===== config.mk =====
export PLATFORM = sky130hd
export DESIGN_NAME = sib_ea_gen
export DESIGN_NICKNAME = d
export VERILOG_FILES = /design/src/rtl/sib_ea_pkg.sv /design/src/rtl/sib_ea_modes.sv /design/src/rtl/sib_ea_adder.sv /design/src/rtl/sib_ea_gen.sv
export SDC_FILE = /design/constraint.sdc
export NUM_CORES = 1
export LEC_CHECK = 0
export BUFFER_PORTS_ARGS = -buffer_cell sky130_fd_sc_hd__buf_2
export CORE_ASPECT_RATIO = 1.5
export CORE_MARGIN = 2
export CORE_UTILIZATION = 53
export CTS_CLUSTER_SIZE = 20
export DETAILED_ROUTE_END_ITERATION = 8
export PLACE_DENSITY_LB_ADDON = 0.2
export SETUP_SLACK_MARGIN = 0.15
export SLEW_MARGIN = 25
export SYNTH_ARGS = -nofsm -noshare
export SYNTH_HDL_FRONTEND = slang
export SYNTH_SLANG_ARGS = --single-unit

===== constraint.sdc =====
create_clock -name clk -period 4.7 [get_ports clk]
set_input_delay 0 -clock clk [delete_from_list [all_inputs] [get_ports clk]]
set_output_delay 0 -clock clk [all_outputs]
set_load 0.1 [all_outputs]

===== src/rtl/sib_ea_pkg.sv =====
package sib_ea_pkg;
    localparam int EA_W   = 32;
    localparam int NREG   = 8;
    localparam int SEL_W  = $clog2(NREG);
    localparam int LEN_W  = 3;
    localparam int BYTE_W = 8;
    localparam int CNT_W  = $clog2(EA_W / BYTE_W);

    localparam logic [SEL_W-1:0] CODE_SIB_ESC  = 3'd4;
    localparam logic [SEL_W-1:0] CODE_NO_BASE  = 3'd5;
    localparam logic [SEL_W-1:0] CODE_NO_INDEX = 3'd4;

    typedef enum logic [1:0] {
        PH_MODRM = 2'd0,
        PH_SIB   = 2'd1,
        PH_DISP  = 2'd2
    } phase_e;

    typedef enum logic [1:0] {
        DK_NONE = 2'd0,
        DK_BYTE = 2'd1,
        DK_WORD = 2'd2
    } disp_kind_e;

    typedef struct packed {
        phase_e             phase;
        logic [1:0]         mode;
        logic               use_base;
        logic               use_idx;
        logic [SEL_W-1:0]   base_sel;
        logic [SEL_W-1:0]   idx_sel;
        logic [1:0]         scale;
        logic [EA_W-1:0]    disp;
        logic [CNT_W-1:0]   disp_cnt;
        logic               disp_wide;
        logic [LEN_W-1:0]   used;
        logic               out_vld;
        logic [EA_W-1:0]    out_ea;
        logic [LEN_W-1:0]   out_len;
    } ctx_t;
endpackage


===== src/rtl/sib_ea_modes.sv =====
module sib_ea_modes
    import sib_ea_pkg::*;
(
    input  logic              sib_phase,
    input  logic [1:0]        mode_held,
    input  logic [BYTE_W-1:0] byte_in,
    output logic              ignore,
    output logic              need_sib,
    output logic              use_base,
    output logic              use_idx,
    output logic [SEL_W-1:0]  base_sel,
    output logic [SEL_W-1:0]  idx_sel,
    output logic [1:0]        scale,
    output disp_kind_e        dkind
);
    logic [1:0] mode_eff;
    logic       no_base;

    always_comb begin
        // The mode field lives in the ModR/M byte; in the SIB phase it is the held copy.
        mode_eff = sib_phase ? mode_held : byte_in[7:6];
        base_sel = byte_in[2:0];
        ignore   = !sib_phase && (byte_in[7:6] == 2'b11);
        need_sib = !sib_phase && !ignore && (byte_in[2:0] == CODE_SIB_ESC);
        use_idx  = sib_phase && (byte_in[5:3] != CODE_NO_INDEX);
        idx_sel  = sib_phase ? byte_in[5:3] : '0;
        scale    = sib_phase ? byte_in[7:6] : 2'b00;
        // Same escape in both bytes: field value 5 with mode 00 drops the base.
        no_base  = (mode_eff == 2'b00) && (byte_in[2:0] == CODE_NO_BASE);
        use_base = !no_base;
        if (mode_eff == 2'b01)      dkind = DK_BYTE;
        else if (mode_eff == 2'b10) dkind = DK_WORD;
        else if (no_base)           dkind = DK_WORD;
        else                        dkind = DK_NONE;
    end
endmodule


===== src/rtl/sib_ea_adder.sv =====
module sib_ea_adder #(
    parameter int W = 32
) (
    input  logic [W-1:0] base_val,
    input  logic         use_base,
    input  logic [W-1:0] idx_val,
    input  logic         use_idx,
    input  logic [1:0]   scale,
    input  logic [W-1:0] disp,
    output logic [W-1:0] sum
);
    logic [W-1:0] base_term;
    logic [W-1:0] idx_term;

    always_comb begin
        base_term = use_base ? base_val : '0;
        idx_term  = use_idx ? (idx_val << scale) : '0;
        sum       = base_term + idx_term + disp;
    end
endmodule


===== src/rtl/sib_ea_gen.sv =====
module sib_ea_gen
    import sib_ea_pkg::*;
(
    input  logic              clk,
    input  logic              rst_n,
    input  logic              byte_vld,
    input  logic [BYTE_W-1:0] byte_in,
    output logic [SEL_W-1:0]  rf_base_sel,
    input  logic [EA_W-1:0]   rf_base_val,
    output logic [SEL_W-1:0]  rf_idx_sel,
    input  logic [EA_W-1:0]   rf_idx_val,
    output logic              ea_vld,
    output logic [EA_W-1:0]   ea_offset,
    output logic [LEN_W-1:0]  ea_len
);
    localparam int LAST_WIDE = (EA_W / BYTE_W) - 1;

    ctx_t q, d;

    logic             m_ignore, m_need_sib, m_use_base, m_use_idx;
    logic [SEL_W-1:0] m_base_sel, m_idx_sel;
    logic [1:0]       m_scale;
    disp_kind_e       m_dkind;

    logic             in_disp;
    logic             a_use_base, a_use_idx;
    logic [1:0]       a_scale;
    logic [EA_W-1:0]  disp_acc, disp_fin, a_disp, ea_sum;
    logic             disp_last;

    sib_ea_modes modes_i (
        .sib_phase (q.phase == PH_SIB),
        .mode_held (q.mode),
        .byte_in   (byte_in),
        .ignore    (m_ignore),
        .need_sib  (m_need_sib),
        .use_base  (m_use_base),
        .use_idx   (m_use_idx),
        .base_sel  (m_base_sel),
        .idx_sel   (m_idx_sel),
        .scale     (m_scale),
        .dkind     (m_dkind)
    );

    sib_ea_adder #(.W(EA_W)) adder_i (
        .base_val (rf_base_val),
        .use_base (a_use_base),
        .idx_val  (rf_idx_val),
        .use_idx  (a_use_idx),
        .scale    (a_scale),
        .disp     (a_disp),
        .sum      (ea_sum)
    );

    // Operand path: from the live byte in the decode phases, from stored fields during the displacement.
    always_comb begin
        in_disp     = (q.phase == PH_DISP);
        disp_acc    = q.disp | ({{(EA_W-BYTE_W){1'b0}}, byte_in} << {q.disp_cnt, 3'b000});
        disp_last   = q.disp_wide ? (q.disp_cnt == CNT_W'(LAST_WIDE)) : 1'b1;
        disp_fin    = q.disp_wide ? disp_acc : {{(EA_W-BYTE_W){byte_in[BYTE_W-1]}}, byte_in};
        rf_base_sel = in_disp ? q.base_sel : m_base_sel;
        rf_idx_sel  = in_disp ? q.idx_sel  : m_idx_sel;
        a_use_base  = in_disp ? q.use_base : m_use_base;
        a_use_idx   = in_disp ? q.use_idx  : m_use_idx;
        a_scale     = in_disp ? q.scale    : m_scale;
        a_disp      = in_disp ? disp_fin   : '0;
    end

    always_comb begin
        d         = q;
        d.out_vld = 1'b0;
        if (byte_vld) begin
            unique case (q.phase)
                PH_MODRM: begin
                    if (!m_ignore) begin
                        d.mode      = byte_in[7:6];
                        d.used      = LEN_W'(1);
                        d.use_base  = m_use_base;
                        d.base_sel  = m_base_sel;
                        d.use_idx   = 1'b0;
                        d.idx_sel   = '0;
                        d.scale     = 2'b00;
                        d.disp      = '0;
                        d.disp_cnt  = '0;
                        d.disp_wide = (m_dkind == DK_WORD);
                        if (m_need_sib) begin
                            d.phase = PH_SIB;
                        end else if (m_dkind != DK_NONE) begin
                            d.phase = PH_DISP;
                        end else begin
                            d.out_vld = 1'b1;
                            d.out_ea  = ea_sum;
                            d.out_len = LEN_W'(1);
                        end
                    end
                end
                PH_SIB: begin
                    d.used      = LEN_W'(2);
                    d.use_base  = m_use_base;
                    d.base_sel  = m_base_sel;
                    d.use_idx   = m_use_idx;
                    d.idx_sel   = m_idx_sel;
                    d.scale     = m_scale;
                    d.disp_wide = (m_dkind == DK_WORD);
                    if (m_dkind != DK_NONE) begin
                        d.phase = PH_DISP;
                    end else begin
                        d.phase   = PH_MODRM;
                        d.out_vld = 1'b1;
                        d.out_ea  = ea_sum;
                        d.out_len = LEN_W'(2);
                    end
                end
                PH_DISP: begin
                    d.used     = q.used + LEN_W'(1);
                    d.disp     = disp_acc;
                    d.disp_cnt = q.disp_cnt + CNT_W'(1);
                    if (disp_last) begin
                        d.phase   = PH_MODRM;
                        d.out_vld = 1'b1;
                        d.out_ea  = ea_sum;
                        d.out_len = q.used + LEN_W'(1);
                    end
                end
                default: d.phase = PH_MODRM;
            endcase
        end
    end

    always_ff @(posedge clk or negedge rst_n) begin
        if (!rst_n) q <= '0;
        else        q <= d;
    end

    assign ea_vld    = q.out_vld;
    assign ea_offset = q.out_ea;
    assign ea_len    = q.out_len;


    stall_hold_chk: assert property (@(posedge clk) disable iff (!rst_n)
        !byte_vld |=> $stable(q.phase) && !ea_vld);


    result_cause_chk: assert property (@(posedge clk) disable iff (!rst_n)
        ea_vld |-> $past(byte_vld));


    modrm_ignore_chk: assert property (@(posedge clk) disable iff (!rst_n)
        (q.phase == PH_MODRM && byte_vld && byte_in[7:6] == 2'b11) |=> !ea_vld && q.phase == PH_MODRM);


    len_range_chk: assert property (@(posedge clk) disable iff (!rst_n)
        ea_vld |-> (ea_len >= LEN_W'(1)) && (ea_len <= LEN_W'(6)));


    disp_count_chk: assert property (@(posedge clk) disable iff (!rst_n)
        (q.phase == PH_DISP && !q.disp_wide) |-> q.disp_cnt == '0);
endmodule


Word level (Yosys, flattened, before mapping) --
Index checks and enable logic that the tools add are counted.
Cells by class: add/subtract/negate cells 4, equality and inequality tests 16, shifts and indexed selects 2, multiplexer cells 31, bitwise gates (word level) 2, reductions and logical operators 20
Operator list (count):
- 2-to-1 mux 36 bit | 5
- 2-to-1 mux 32 bit | 4
- one-hot mux 39 bit (3 select lines) | 1
- 2-to-1 mux 88 bit | 1
- one-hot mux 34 bit (2 select lines) | 1
- adder 32 bit | 2
- OR 32 bit | 1
- left shift 32 x 2 -> 32 bit | 1
- left shift 8 x 5 -> 32 bit | 1
- 2-to-1 mux 2 bit | 10
- one-hot mux 10 bit (2 select lines) | 1
- AND reduction 3 bit | 4
- equality test 2 bit (second input constant) | 5
- 2-to-1 mux 3 bit | 3
- inequality test 2 bit (second input constant) | 4
- AND reduction 7 bit | 1
- equality test 3 bit (second input constant) | 2
- inequality test 3 bit (second input constant) | 2
- one-hot mux 2 bit (3 select lines) | 1
- nonzero test 2 bit | 3
- logical AND 1 bit | 5
- equality test 2 x 1 -> 1 bit (second input constant) | 2
- logical NOT 2 bit | 2
- AND reduction 4 bit | 1
- 8 further kinds | 12
Word-level totals: bits in registers 88, input port bits 75, output and inout port bits 42, word-level logic and storage cells 89

Longest topological paths before layout --
Gate-level depths: netlist of run 1.
depth in word-level cells 14, gate-level depth with buffers 22, gate-level depth less buffers 19

Modules after synthesis --
From an unflattened synthesis of run 1, not the netlist that was laid out.
Unflattened totals: cells, all modules 868, area, all modules 8082.8 um^2
By module, submodules not included:
- sib_ea_gen | times used 1, cells an instance 451, area an instance 4460.5 um^2, sequential area each 2202.1 um^2
- sib_ea_adder | times used 1, cells an instance 392, area an instance 3459.6 um^2, sequential area each 0.0 um^2
- sib_ea_modes | times used 1, cells an instance 25, area an instance 162.7 um^2, sequential area each 0.0 um^2

Worst setup path before layout of run 1 --
No wires, ideal clock.
kind register to register, from reg q[87] (netlist name), to reg q (netlist bit ea_offset[29]), setup time 120 ps, arrival time 4324 ps, required time 4580 ps, path slack 255 ps, stages on the path, launching flop included 21, buffers on the path 3, clock period less this slack 4445 ps, cell sequence dfrtp_1 buf_2 nor2b_1 a22oi_2 buf_2 buf_2 mux2i_1 nor2_1 fa_1 ha_1 inv_1 fa_1 inv_1 a21oi_1 o21ai_4 a21boi_4 o311a_2 o21ba_2 o21ai_2 xnor2_1 o21ai_2
Between the ends: longest elaborated chain between the ends 13, elaborated cells on any way between the ends 42, classes of those cells 2 x add/sub; 9 x eq/ne; 1 x shift; 17 x mux; 13 x reduce/logical
Ends and longest elaborated chain:
- start, declared | line sib_ea_gen.sv:18 | ctx_t q, d;
- start signal, assigned | line sib_ea_gen.sv:131 | if (!rst_n) q <= '0;
- start signal, assigned | line sib_ea_gen.sv:132 | else q <= d;
- equality test 2 x 1 -> 1 bit | line sib_ea_gen.sv:32, sib_ea_gen.sv:73
- 2-to-1 mux 2 bit | line sib_ea_modes.sv:21 | mode_eff = sib_phase ? mode_held : byte_in[7:6];
- logical NOT 2 bit | line sib_ea_modes.sv:29 | no_base = (mode_eff == 2'b00) && (byte_in[2:0] == CODE_NO_BASE);
- logical AND 1 bit | line sib_ea_modes.sv:29
- logical NOT 1 bit | line sib_ea_modes.sv:30 | use_base = !no_base;
- 2-to-1 mux 1 bit | line sib_ea_gen.sv:63 | a_use_base = in_disp ? q.use_base : m_use_base;
- 2-to-1 mux 32 bit | line sib_ea_adder.sv:16 | base_term = use_base ? base_val : '0;
- adder 32 bit (2 in series) | line sib_ea_adder.sv:18 | sum = base_term + idx_term + disp;
- 2-to-1 mux 36 bit | line sib_ea_gen.sv:88 | end else if (m_dkind != DK_NONE) begin
- 2-to-1 mux 36 bit | line sib_ea_gen.sv:86 | if (m_need_sib) begin
- 2-to-1 mux 88 bit | line sib_ea_gen.sv:75 | if (!m_ignore) begin
- one-hot mux 39 bit (3 select lines) | line sib_ea_gen.sv:73 | unique case (q.phase)
Several ways; a longest one is shown, not always the timed one. The select of a mux whose other input is x is not followed. A chain may end at the register's enable or synchronous reset.

Worst setup path in the final report of run 1 --
Same ends and word-level chain as after synthesis.

==> results of run 1 <==
[routing by layer]
layer | routed length, um | global-route usage
met1 | 8510 | 0.349
met3 | 928 | 0.0270
met2 | 9980 | 0.432
met4 | 601 | 0.0990
met5 | 0 | 0
[cell usage after synthesis (all sizes together) (3+ instances only)]
library cell / instances
o211ai: 27
inv: 72
a22o: 16
a21o: 12
and2: 3
o31ai: 4
o21a: 6
nand2b: 8
ha: 32
xnor2: 16
nor3: 7
nor2: 69
a21oi: 60
xor2: 15
a221o: 15
nor2b: 7
nand3: 10
mux2i: 11
nand3b: 23
dfrtp: 88
a31oi: 6
nand4: 7
nand2: 177
o21ai: 65
fa: 32
clkbuf: 39
or3: 4
buf: 56
a22oi: 5
and3: 3
mux2: 35
[report_power, final]
group          leakage (nW)  internal [W]  switching [W]  total, W
clock                 0.128      0.000355       0.000303  0.000658
sequential             1.14       0.00101       0.000160   0.00117
combinational          3.24       0.00102        0.00245   0.00347
total                  4.50       0.00238        0.00291   0.00529
[placed cells by master (no fill, tap or decap), types with 9 or more instances in the layout]
master	synthesis	routed
sky130_fd_sc_hd__nand2_1	177	176
sky130_fd_sc_hd__buf_2	12	115
sky130_fd_sc_hd__dfrtp_1	88	86
sky130_fd_sc_hd__inv_1	72	72
sky130_fd_sc_hd__nor2_1	69	68
sky130_fd_sc_hd__a21oi_1	58	55
sky130_fd_sc_hd__o21ai_0	55	54
sky130_fd_sc_hd__mux2_2	34	34
sky130_fd_sc_hd__buf_4	37	34
sky130_fd_sc_hd__fa_1	32	32
sky130_fd_sc_hd__ha_1	32	30
sky130_fd_sc_hd__o211ai_1	27	27
sky130_fd_sc_hd__nand3b_1	23	23
sky130_fd_sc_hd__a22o_1	16	16
sky130_fd_sc_hd__xnor2_1	16	16
sky130_fd_sc_hd__a221o_1	15	15
sky130_fd_sc_hd__xor2_1	15	15
sky130_fd_sc_hd__mux2i_1	11	11
sky130_fd_sc_hd__a21o_1	10	10
sky130_fd_sc_hd__nand3_1	10	10
sky130_fd_sc_hd__clkbuf_16	0	9
[kinds of logic after synthesis]
family / Yosys count
AND/OR/NAND/NOR: 321
AO/OA/AOI/OAI: 236
adder cells (fa/ha/maj): 64
buffers and inverters: 167
multiplexers: 46
flip-flops: 88
XOR/XNOR: 31
[worst paths after layout]
path,start,endpoint,slack [ps],depth (start not counted)
max,q[87],ea_offset[29],310,18
max reg2reg,q[87],ea_offset[29],310,18
min reg2reg,ea_offset[19],ea_offset[19],470,2
min in group asynchronous,rst_n,q[38],150,2
min,byte_vld,q[86],40,2
max in group asynchronous,rst_n,ea_offset[26],3510,3
[cell type report]
class                           instances  area share
Sequential cell                        88       0.248
Clock buffer                           10      0.0257
Multi-Input combinational cell        698       0.558
Tap cell                              196      0.0276
Timing Repair Buffer                  157       0.106
Clock inverter                          5     0.00394
Inverter                               72      0.0304
[registers in the layout (all words and copies together), names as in the netlist]
register	count
q	52
ea_offset	32
ea_len	3
ea_vld	1
[metrics by stage]
stage,setup WS (ps),instances,power (W)
finish,311,1226,0.00529
CTS,176,1218,0.00523
floorplan,255,953,0.00413
global route,139,1226,0.00570
detailed placement,111,1202,0.00456
global placement,248,1202,0.00451
[critical path: cells and delay by family, from the launching register on]
family / cells / cell delay (ps)
flops: 1 / 470
xor+xnor: 1 / 170
fa+ha+maj: 3 / 1160
compound gates: 9 / 1550
buf+inv: 2 / 140
simple gates: 3 / 760
[what timing repair did]
action / in CTS / in global routing
resized for setup: 1 / 26
endpoints found under the setup margin: 2 / 11
setup buffers: 0 / 8
endpoints found under the hold margin: 38 / 0
gates cloned: 0 / 0
hold buffers: 1 / 0
pin swaps: 0 / 10
==> results, run 1 <==
- No sink is reached through more buffers than the 2 on the longest clock path.
- After routing, the total negative slack on setup checks comes to 0 ps.
- The antenna cell count is 0.
- The total via count after detailed routing is about 7,000.
- The number of DRC markers in iteration 0 is 329.
- The area of all placed cells without fillers is 8900 um2.
- On the critical path, the stage with the largest delay is an instance of sky130_fd_sc_hd__fa_1.
- The initial antenna violation count came to 0.
- For this configuration, the core starts out at a cell density of 0.542.
- After synthesis, the largest family of logic cells by area is compound AO/OA/AOI/OAI gates.
- After detailed routing, the number of vias per cell comes to 5.63.
- The post-synthesis share of cell area spent on xor and xnor gates is 0.0345.
- The clock period could shrink to 4390 ps.
- In this design, the stage delay of the slowest critical-path cell is 540 ps.
- Timing would allow up to 228 MHz.
- The leakage power is about 4.5 nW.
- The clock skew after layout is 13.4 ps.
- The commonest register cell after synthesis is sky130_fd_sc_hd__dfrtp_1.
- TritonCTS built the clock tree.
- The proportion of synthesized flip-flops having asynchronous set or reset is 1.00.
- The multi-input combinational cells in the finished layout cover a total of 4970 um2.
- The required time of the worst setup path is slightly below 5000 ps.
- The via count of the first global-routing pass is ~6,500.
- The latest clock arrival within the worst-skew pair is 350 ps.
- The remaining max-slew budget at the tightest pin is 0.359.
- The kind of start point of the critical path is a register.
- The iteration count of the initial detailed-routing pass is 6.
- Summing every instance area after synthesis gives 7870 um2.
- The detailed-route wire length is 20.0 mm.
- The net count after synthesis is 1,092.
- Relative to the synthesized area, the layout overhead comes to 13.2%.
- Clock-pin slew was measured on the worst setup and hold paths at 60 ps.
- The floorplan step set the die height to around 150 um.
- The post-synthesis sequential area ratio is 0.280.
- Yosys attributes the largest share of cell area to sky130_fd_sc_hd__dfrtp_1 28%, sky130_fd_sc_hd__nand2_1 8.4%, sky130_fd_sc_hd__fa_1 8.1%, sky130_fd_sc_hd__ha_1 5.1%, sky130_fd_sc_hd__mux2_2 4.9%.
- The count of endpoints failing hold in the final timing report is 0.
- The classification of the worst setup path is reg2reg.
- The remaining routing DRC violations is 0.
- Of the total synthesized cell area, the portion taken by full adders, half adders and majority gates is 0.132.
- The floorplan step defined a die boundary enclosing 15,900 um2.
- The overall global routing resource usage is 0.261.
- The maximum resistive drop on vdd is 0.331 mV.
- The number of standard cells after synthesis is 953.
- The critical path goes through nand2b_4 -> or3_1 -> a21oi_2 -> a21oi_4 -> and2_1 -> fa_1 -> ha_1 -> inv_1 -> fa_1 -> inv_1 -> a21oi_1 -> o21ai_4 -> a21boi_4 -> o311a_4 -> o21ba_2 -> o21ai_2 -> xnor2_1 -> o21ai_2.
- In the final design database the tool counted between 1,000 and 1,500 nets.
- 117 I/O pins were placed.
- The wire length of the first global-routing pass is 32.5 mm.
- Summing all placed instances gives a cell area of 8440 um2.
- After detailed routing, the average wire length per cell comes to approximately 16 um.
- Dividing total power by cell area gives a power density of 595 nW/um2.
- The total number of H-tree levels is 3.
- The number of distinct library cell variants in the gate-level netlist after synthesis is 67.
- The share of synthesized area in the top cell type comes to 0.280.
- The core region area is 14,500 um2.
- Across all hold checks on the routed design, the worst slack comes to 41.1 ps.
- The biggest area consumer among synthesized cells is sky130_fd_sc_hd__dfrtp_1.
- The capturing element type of the critical path is a register.
- Across the run, the number of max-cap violations was 0.
- The count of pins over their slew limit is 0.
- From left edge to right edge, the die measures 103 um.
- After global routing the overflow that remains totals 0.
- The final period utilization is 0.934.
- The multiplexer fraction of the synthesized cell area is 0.0646.
- Detailed placement finished with a half-perimeter wire length of 15.4 mm.
- The register cell area after layout is between 2000 and 2500 um2.
- The clock tree root driver cell is sky130_fd_sc_hd__clkbuf_16.
- After synthesis, the mean cell area works out to 8.25 um2.
- Of all nets on the critical path, the largest fanout is 7.
- The count of standard-cell rows is 54.
- The filler cell count in the final layout is 1,337.
- Setup repair after global routing left no endpoint under its margin.
- The count of nets left with antenna violations once routing finished came out at 0.
- The Yosys step of the flow raised 0 warnings.
- The run finished with clean final reports.
- The number of I/O port buffers is 116.
- The post-synthesis simple-gate area fraction is 0.180.
- Entering global routing, the biggest net connects 71 pins.
- The final design utilization is 0.613.
- Counting the buffers created by CTS gives 9.
- At the pin with the least slew margin, the transition time is 955 ps.
- The share of cells above drive strength 1 is 0.240.
- The share of the synthesized area in compound gates (AO/OA/AOI/OAI) is 0.208.
- The clock net in this run drives a total of 88 sinks.
- The path class of the tightest hold or removal check is in2reg.
- The total of endpoints with negative setup slack in the final report is 0.
- In this run, synthesis inferred 0 flip-flops with an integrated enable.
- The data arrival at the endpoint of the critical path is 4610 ps.
- The flip-flop and latch count after synthesis is 88.
- The congestion estimate from routability-driven global placement came to 0.941.
(Power assumes the default switching activity.)
==> run 2, diff against run 1 <==
--- a/config.mk
+++ b/config.mk
@@ -11,7 +11,8 @@
 export CORE_UTILIZATION = 53
 export CTS_CLUSTER_SIZE = 20
 export DETAILED_ROUTE_END_ITERATION = 8
-export PLACE_DENSITY_LB_ADDON = 0.2
+export MAX_ROUTING_LAYER = met4
+export PLACE_DENSITY = 0.78
 export SETUP_SLACK_MARGIN = 0.15
 export SLEW_MARGIN = 25
 export SYNTH_ARGS = -nofsm -noshare
==> results, run 2 (synthesis results as in run 1) <==
- The latest clock arrival within the worst-skew pair is 350 ps (about the same).
- The classification of the worst-slack hold path is in2reg (unchanged).
- The number of vias per cell is 5.67 (was 5.63).
- The core region area is 14,500 um2 (unchanged).
- The slack of the worst reg-to-reg path is 190 ps (was 310 ps).
- The source of the worst register-to-register timing path was q[86] (was q[87]).
- The total number of clock tree sinks is 88 (unchanged).
- The buffer levels on the longest clock path is 2 (unchanged).
- The final cell count without fillers is 1,229 (was 1,226).
- The leakage power is 4.56 nW (was 4.50 nW).
- The horizontal die dimension came to 103 um (unchanged).
- The slowest cell on the critical path is sky130_fd_sc_hd__fa_1 (unchanged).
- The total number of H-tree levels is 3 (unchanged).
- The number of flip-flops in the largest register is 52 (unchanged).
- The most common cell after layout, fill and taps aside is sky130_fd_sc_hd__nand2_1 (unchanged).
- The initial antenna violation count was 0 (unchanged).
- The count of cells along the worst register-to-register path is 20 (was 18).
- The final period demand of the worst path is 4510 ps (was 4390 ps).
- The cell total after placement came to 1,200 (was 1,202).
- The buffers plus inverters on the worst setup path is 6 (was 2).
- The share of cells above drive strength 1 is 0.245 (was 0.240).
- The maximum number of pins on one net before global-route repair is 89 (was 71).
- The count of endpoints failing hold in the final timing report is 0 (unchanged).
- The largest register by flop count is q (unchanged).
- The post-CTS clock slew at the launch and capture registers of the worst setup and hold paths is 70 ps (was 60 ps).
- The data arrival at the endpoint of the critical path was 4730 ps (was 4610 ps).
- List of cells traversed by the critical path: nor2b_2 -> buf_12 -> a22oi_2 -> buf_6 -> buf_12 -> mux2_2 -> a221o_1 -> o211ai_1 -> fa_1 -> inv_1 -> ha_1 -> inv_1 -> o22ai_2 -> a211o_2 -> o21ai_4 -> o21ai_1 -> o31ai_2 -> buf_4 -> xor2_1 -> o21ai_0 (was nand2b_4 -> or3_1 -> a21oi_2 -> a21oi_4 -> and2_1 -> fa_1 -> ha_1 -> inv_1 -> fa_1 -> inv_1 -> a21oi_1 -> o21ai_4 -> a21boi_4 -> o311a_4 -> o21ba_2 -> o21ai_2 -> xnor2_1 -> o21ai_2).
- The clock skew after layout is 11.2 ps (was 13.4 ps).
- The total via count after detailed routing came to 6,974 (was 6,902).
- The critical path endpoint is ea_offset[26] (was ea_offset[29]).
- The post-detailed-route wirelength per cell was 17.0 um (was 16.3 um).
- The iteration count of the initial detailed-routing pass came to 5 (was 6).
- The overall global routing resource usage was 0.268 (was 0.261).
- Highest-count cells in the layout ignoring fill and taps: 177 x sky130_fd_sc_hd__nand2_1, 115 x sky130_fd_sc_hd__buf_2, 88 x sky130_fd_sc_hd__dfrtp_1 (was 176 x sky130_fd_sc_hd__nand2_1, 115 x sky130_fd_sc_hd__buf_2, 86 x sky130_fd_sc_hd__dfrtp_1).
- The endpoint of the most critical register-to-register path is ea_offset[26] (was ea_offset[29]).
- The area of all placed cells without fillers is 9030 um2 (was 8900 um2).
- The die span in y was 153 um (unchanged).
- The number of CTS-inserted buffers is 9 (unchanged).
- The delay of the slowest cell on the worst path is 440 ps (was 540 ps).
- The number of DRC markers in iteration 0 is 351 (was 329).
- The timing startpoint of the critical path is q[86] (was q[87]).
- The net count reported at finish came to 1,167 (was 1,165).
- The worst setup margin is 186 ps (was 311 ps).
- The number of top-level pins is 117 (unchanged).
- The remaining antenna violation count after routing is 0 (unchanged).
- The classification of the worst setup path is reg2reg (unchanged).
- The initial standard-cell utilization of the core came to 0.542 (unchanged).
- The antenna cell count is 0 (unchanged).
- The count of pins over their slew limit is 0 (unchanged).
- The wire length of the first global-routing pass was 32.3 mm (was 32.5 mm).
- The capturing element type of the critical path is a register (unchanged).
- The count of standard-cell rows is 54 (unchanged).
- The maximum resistive drop on vdd is 0.328 mV (was 0.331 mV).
- The remaining routing DRC violations is 0 (unchanged).
- The maximum fanout encountered on the critical timing path came to 24 (was 7).
- The setup slack after placement was 171 ps (was 111 ps).
- The remaining max-slew budget at the tightest pin is 0.345 (was 0.359).
- The total of endpoints with negative setup slack in the final report is 0 (unchanged).
- The placer's final routability congestion estimate is 0.977 (was 0.941).
- The critical path depth in cells came to 20 (was 18).
- The clock tree root driver cell is sky130_fd_sc_hd__clkbuf_16 (unchanged).
- The final period utilization is 0.960 (was 0.934).
- The cell type group with the largest total delay on the critical path is compound AO/OA/AOI/OAI gates (unchanged).
- The final HPWL from detailed placement is 15.7 mm (was 15.4 mm).
- The kind of start point of the critical path is a register (unchanged).
- The total placed instance area is 8440 um2 (about the same).
- The leftover overflow at the end of global routing is 0 (unchanged).
- The via count of the first global-routing pass is 6,682 (was 6,542).
- The power per cell area is 612 nW/um2 (was 595 nW/um2).
- The final design utilization is 0.622 (was 0.613).
- Result of the run: finished clean (unchanged).
- The CTS tree is built (unchanged).
- The number of maximum-capacitance violations was 0 (unchanged).
- The number of I/O port buffers came to 116 (unchanged).
- The full die area was 15,900 um2 (unchanged).
- The maximum clock frequency is 222 MHz (was 228 MHz).
- The actual slew at the worst max-slew pin came to 974 ps (was 955 ps).
- The required time of the worst setup path is 4910 ps (was 4920 ps).
- The area added between synthesis and finish is 14.8% (was 13.2%).
- The detailed-route wire length was 20.9 mm (was 20.0 mm).
## run 2: cell types whose count changed in the layout (fill, tap and decap cells not counted), sizes merged
cell    before  now
inv         72   75
bufinv       0    3
clkinv       4    0
buf        156  157
## run 2: repair_timing
action,4_1_cts,5_1_grt
hold buffers,1,0
resized for setup,1,30
endpoints found under the hold margin,88,0
setup endpoints to repair,1,11
gates cloned,0,1
buffers inserted,0,11
pin swaps,0,11
## run 2: worst reg2reg max path, delay by kind of cell, from the launching register on
kind,cells,cell delay [ps]
muxes,1,350
and+or+nand+nor,1,180
buffers and inverters,6,800
adders and majority gates,2,690
xor gates and xnor gates,1,170
AOI/OAI and AO/OA,9,1770
DFF,1,410
## run 2: through the flow
step	hold WS (ps)	total power, W	setup TNS [ps]
2_1_floorplan	-296	0.00413	0
3_3_place_gp	270	0.00450	0
3_5_place_dp	128	0.00456	0
4_1_cts	60.7	0.00543	0
5_1_grt	74.4	0.00590	-7.17
6_report	60.0	0.00553	0
## run 2: layer usage
layer | wire length [um] | vias to the layer above | track usage
met5 | 0 | - | -
met4 | 825 | 0 | 0.116
met3 | 1120 | 61 | 0.0338
met2 | 10500 | 285 | 0.429
met1 | 8440 | 3260 | 0.334
li1 | - | 3368 | -
## run 2: layout make-up
cell class                      count  area [um2]
Fill cell                        1306        5500
Multi-Input combinational cell    698        4980
Sequential cell                    88        2200
Timing Repair Buffer              159         981
Inverter                           72         270
Tap cell                          196         245
Clock buffer                        9         225
Clock inverter                      7         124
## run 2: how the worst min path moves through the flow
stage / cells past startpoint / from / slack, ps / to
after global routing: 3 / byte_in[1] / 70 / q[51]
after floorplan: 0 / rst_n / -300 / ea_len[0]
after CTS: 2 / byte_vld / 60 / q[86]
final: 2 / byte_vld / 60 / q[86]
after global placement: 1 / rst_n / 270 / q[79]
after detailed placement: 1 / rst_n / 130 / q[81]
## run 2: report_power, final
part | internal (W) | switching, W | total [W] | leakage (nW)
registers | 0.00101 | 0.000161 | 0.00117 | 1.14
clock network | 0.000525 | 0.000325 | 0.000850 | 0.167
logic | 0.00102 | 0.00249 | 0.00351 | 3.25
==> run 3, diff against run 2 <==
--- a/config.mk
+++ b/config.mk
@@ -5,12 +5,13 @@
 export SDC_FILE = /design/constraint.sdc
 export NUM_CORES = 1
 export LEC_CHECK = 0
-export BUFFER_PORTS_ARGS = -buffer_cell sky130_fd_sc_hd__buf_2
+export ABC_AREA = 1
 export CORE_ASPECT_RATIO = 1.5
 export CORE_MARGIN = 2
-export CORE_UTILIZATION = 53
+export CORE_UTILIZATION = 59
 export CTS_CLUSTER_SIZE = 20
 export DETAILED_ROUTE_END_ITERATION = 8
+export DONT_BUFFER_PORTS = 1
 export MAX_ROUTING_LAYER = met4
 export PLACE_DENSITY = 0.78
 export SETUP_SLACK_MARGIN = 0.15
==> results, run 3 <==
- The full die area came to 14,500 um2 (was 15,900 um2).
- The CTS tree is built (unchanged).
- The commonest register cell after synthesis is sky130_fd_sc_hd__dfrtp_1 (unchanged).
- The portion of total power attributed to sequential cells is 0.338 (was 0.211).
- The net switching fraction of the power is 0.613 (was 0.539).
- The cell area after synthesis is 7980 um2 (was 7870 um2).
- The final cell count without fillers came to 1,285 (was 1,229).
- The detailed-route wire length is 24.1 mm (was 20.9 mm).
- The iteration count of the initial detailed-routing pass was 5 (unchanged).
- The final design utilization came to 0.621 (was 0.622).
- The clock power share came to 0.103 (was 0.154).
- Setup repair after global routing could not meet its margin everywhere.
- The net count after synthesis is 1,300 (was 1,092).
- The multiplexer fraction of the synthesized cell area is 0.00125 (was 0.0646).
- The number of I/O port buffers was 0 (was 116).
- The count of endpoints failing hold in the final timing report is 0 (unchanged).
- Most frequent cells after synthesis: 285 x sky130_fd_sc_hd__nand2_1, 161 x sky130_fd_sc_hd__inv_1, 133 x sky130_fd_sc_hd__o21ai_0 (was 177 x sky130_fd_sc_hd__nand2_1, 88 x sky130_fd_sc_hd__dfrtp_1, 72 x sky130_fd_sc_hd__inv_1).
- The number of vias per cell is 5.95 (was 5.67).
- The area of all placed cells without fillers is 8290 um2 (was 9030 um2).
- The maximum fanout encountered on the critical timing path is 29 (was 24).
- The kind of start point of the critical path is a register (unchanged).
- The maximum clock frequency is 230 MHz (was 222 MHz).
- The antenna cell count was 0 (unchanged).
- The main combinational cell family by area after synthesis is simple AND/OR/NAND/NOR gates (was compound AO/OA/AOI/OAI gates).
- The total number of clock tree sinks came to 88 (unchanged).
- The net count reported at finish is 1,257 (was 1,167).
- The clock skew after layout is 7.62 ps (was 11.2 ps).
- The area added between synthesis and finish came to 3.84% (was 14.8%).
- The clock tree root driver cell is sky130_fd_sc_hd__clkbuf_16 (unchanged).
- The number of maximum-capacitance violations is 0 (unchanged).
- The post-detailed-route wirelength per cell came to 18.7 um (was 17.0 um).
- The post-synthesis sequential area ratio came to 0.276 (was 0.280).
- The count of standard-cell rows is 52 (was 54).
- The cell total after placement is 1,258 (was 1,200).
- The count of pins over their slew limit was 0 (unchanged).
- The number of flip-flops in the largest register came to 52 (unchanged).
- The data arrival at the endpoint of the critical path is 4580 ps (was 4730 ps).
- The remaining max-slew budget at the tightest pin is 0.263 (was 0.345).
- The die span in y is 146 um (was 153 um).
- The proportion of synthesized flip-flops having asynchronous set or reset came to 1.00 (unchanged).
- The overall global routing resource usage is 0.343 (was 0.268).
- The maximum number of pins on one net before global-route repair is 89 (unchanged).
- The biggest area consumer among synthesized cells was sky130_fd_sc_hd__dfrtp_1 (unchanged).
- The share of the synthesized area in compound gates (AO/OA/AOI/OAI) was 0.195 (was 0.208).
- The slowest cell on the critical path is sky130_fd_sc_hd__fa_1 (unchanged).
- The share of cells above drive strength 1 is 0.0543 (was 0.245).
- The total number of H-tree levels is 3 (unchanged).
- The total of endpoints with negative setup slack in the final report is 0 (unchanged).
- The internal power summed over all cells is 0.00269 W (was 0.00255 W).
- The sum of negative setup slack is 0 ps (unchanged).
- The post-CTS clock slew at the launch and capture registers of the worst setup and hold paths is 70 ps (about the same).
- The wire length of the first global-routing pass is 38.0 mm (was 32.3 mm).
- The share of the synthesized area in the top cell type was 0.276 (was 0.280).
- The number of enable-type register cells in the synthesized netlist is 0 (unchanged).
- The total via count after detailed routing is 7,642 (was 6,974).
- List of cells traversed by the critical path: inv_2 -> nor2_2 -> buf_4 -> nand2_1 -> a21oi_2 -> buf_4 -> inv_1 -> nor2_1 -> fa_1 -> ha_1 -> inv_1 -> fa_1 -> o21ai_1 -> nand2_1 -> nand2_1 -> inv_1 -> o21bai_1 -> nand2_1 -> nand3_1 -> nand2_1 -> nand3_1 -> nand2_1 (was nor2b_2 -> buf_12 -> a22oi_2 -> buf_6 -> buf_12 -> mux2_2 -> a221o_1 -> o211ai_1 -> fa_1 -> inv_1 -> ha_1 -> inv_1 -> o22ai_2 -> a211o_2 -> o21ai_4 -> o21ai_1 -> o31ai_2 -> buf_4 -> xor2_1 -> o21ai_0).
- The post-synthesis share of cell area spent on xor and xnor gates came to 0.0154 (was 0.0345).
- The classification of the worst setup path was reg2reg (unchanged).
- The final HPWL from detailed placement is 18.7 mm (was 15.7 mm).
- The placer's final routability congestion estimate came to 1.05 (was 0.977).
- The power per cell area is 840 nW/um2 (was 612 nW/um2).
- The number of top-level pins is 117 (unchanged).
- The maximum resistive drop on vdd is 0.466 mV (was 0.328 mV).
- The latest clock arrival within the worst-skew pair came to 350 ps (about the same).
- The required time of the worst setup path is 4930 ps (was 4910 ps).
- The actual slew at the worst max-slew pin is 1110 ps (was 974 ps).
- The initial standard-cell utilization of the core is 0.598 (was 0.542).
- The leftover overflow at the end of global routing came to 0 (unchanged).
- The remaining antenna violation count after routing is 0 (unchanged).
- The most common cell in the netlist was sky130_fd_sc_hd__nand2_1 (unchanged).
- The post-synthesis simple-gate area fraction was 0.242 (was 0.180).
- The most frequent cell on the critical path is sky130_fd_sc_hd__nand2_1.
- The total number of yosys warnings came to 0 (unchanged).
- Result of the run: finished clean (unchanged).
- The via count of the first global-routing pass is 7,576 (was 6,682).
- The initial antenna violation count is 0 (unchanged).
- The most common cell after layout, fill and taps aside is sky130_fd_sc_hd__nand2_1 (unchanged).
- Synth area leaders: sky130_fd_sc_hd__dfrtp_1 28%, sky130_fd_sc_hd__nand2_1 13%, sky130_fd_sc_hd__o21ai_0 8.3%, sky130_fd_sc_hd__fa_1 8.0%, sky130_fd_sc_hd__inv_1 7.6% (was sky130_fd_sc_hd__dfrtp_1 28%, sky130_fd_sc_hd__nand2_1 8.4%, sky130_fd_sc_hd__fa_1 8.1%, sky130_fd_sc_hd__ha_1 5.1%, sky130_fd_sc_hd__mux2_2 4.9%).
- The synthesized area per cell was 6.87 um2 (was 8.25 um2).
- The flip-flop and latch count after synthesis is 88 (unchanged).
- The number of standard cells after synthesis came to 1,161 (was 953).
- The classification of the worst-slack hold path is in2reg (unchanged).
- The number of CTS-inserted buffers is 9 (unchanged).
- The leakage power is 4.09 nW (was 4.56 nW).
- The total chip power is 0.00696 W (was 0.00553 W).
- The core region area is 13,300 um2 (was 14,500 um2).
- The final period utilization is 0.924 (was 0.960).
- The horizontal die dimension is 99.0 um (was 103 um).
- The buffer levels on the longest clock path was 2 (unchanged).
- The share of total power in combinational logic is 0.559 (was 0.635).
- Highest-count cells in the layout ignoring fill and taps: 283 x sky130_fd_sc_hd__nand2_1, 161 x sky130_fd_sc_hd__inv_1, 130 x sky130_fd_sc_hd__o21ai_0 (was 177 x sky130_fd_sc_hd__nand2_1, 115 x sky130_fd_sc_hd__buf_2, 88 x sky130_fd_sc_hd__dfrtp_1).
- The delay of the slowest cell on the worst path came to 540 ps (was 440 ps).
- The total placed instance area is 7850 um2 (was 8440 um2).
- The capturing element type of the critical path is a register (unchanged).
- The net switching power of the design is 0.00427 W (was 0.00298 W).
- The remaining routing DRC violations is 0 (unchanged).
- The largest register by flop count is q (unchanged).
- The number of distinct library cell variants in the gate-level netlist after synthesis is 41 (was 67).
- The synthesized-area fraction occupied by adder cells is 0.130 (was 0.132).
- The final period demand of the worst path was 4350 ps (was 4510 ps).
- The number of DRC markers in iteration 0 is 555 (was 351).
-- run 3: per-layer routing --
layer | global-route usage | up-vias | share of wire
met5 | - | - | 0
met4 | 0.200 | 0 | 0.066
met3 | 0.0665 | 110 | 0.070
met2 | 0.578 | 363 | 0.51
met1 | 0.371 | 3514 | 0.36
li1 | - | 3655 | -
-- run 3: power by group through the flow --
stage | Combinational [W] | Sequential (W) | Clock [W]
2_1_floorplan | 0.00420 | 0.00124 | 0
3_5_place_dp | 0.00377 | 0.00237 | 0
6_report | 0.00389 | 0.00235 | 0.000716
5_1_grt | 0.00437 | 0.00239 | 0.000756
3_3_place_gp | 0.00372 | 0.00235 | 0
4_1_cts | 0.00383 | 0.00235 | 0.000727
-- run 3: kinds of logic (layout without fill, tap and decap cells) --
logic type	count (synthesis)	in the layout
buffers and inverters	247	209
xor gates and xnor gates	14	14
muxes	1	1
adders and majority gates	64	64
and+or+nand+nor	462	462
AOI/OAI and AO/OA	285	285
DFF	88	88
-- run 3: cell type report --
cell class / count / area (um2)
Sequential cell: 88 / 2200
Inverter: 166 / 626
Clock inverter: 5 / 37.5
Tap cell: 162 / 203
Timing Repair Buffer: 27 / 248
Multi-Input combinational cell: 826 / 4720
Fill cell: 1259 / 5050
Clock buffer: 11 / 253
-- run 3: final timing paths --
kind                       slack (ps)       endpoint  cells past startpoint           start
setup / recovery                  350  ea_offset[27]                     22           q[87]
hold reg to reg                   490          q[80]                      2           q[80]
hold / removal                     10   ea_offset[0]                      3  rf_base_val[0]
setup reg to reg                  350  ea_offset[27]                     22           q[87]
max in group asynchronous        4080  ea_offset[22]                      2           rst_n
min in group asynchronous         270          q[67]                      2           rst_n
-- run 3: through the flow --
step | hold WS (ps) | setup WS, ps
2_1_floorplan | -296 | 1000
3_3_place_gp | -293 | 314
5_1_grt | 18.9 | 134
3_5_place_dp | -292 | 260
4_1_cts | 3.35 | 235
6_report | 13.1 | 355
-- run 3: repair_timing --
item / in CTS / in global routing
setup buffers: 0 / 0
hold endpoints to repair: 122 / 0
gates resized for setup: 0 / 4
endpoints found under the setup margin: 0 / 18
hold buffers: 11 / 0
-- run 3: worst max-delay path: cells and delay by family (launching register included) --
| family | cells | cell delay, ps |
|---|---|---|
| compound gates | 3 | 590 |
| fa+ha+maj | 3 | 1170 |
| buf+inv | 6 | 960 |
| flops | 1 | 510 |
| simple gates | 10 | 990 |
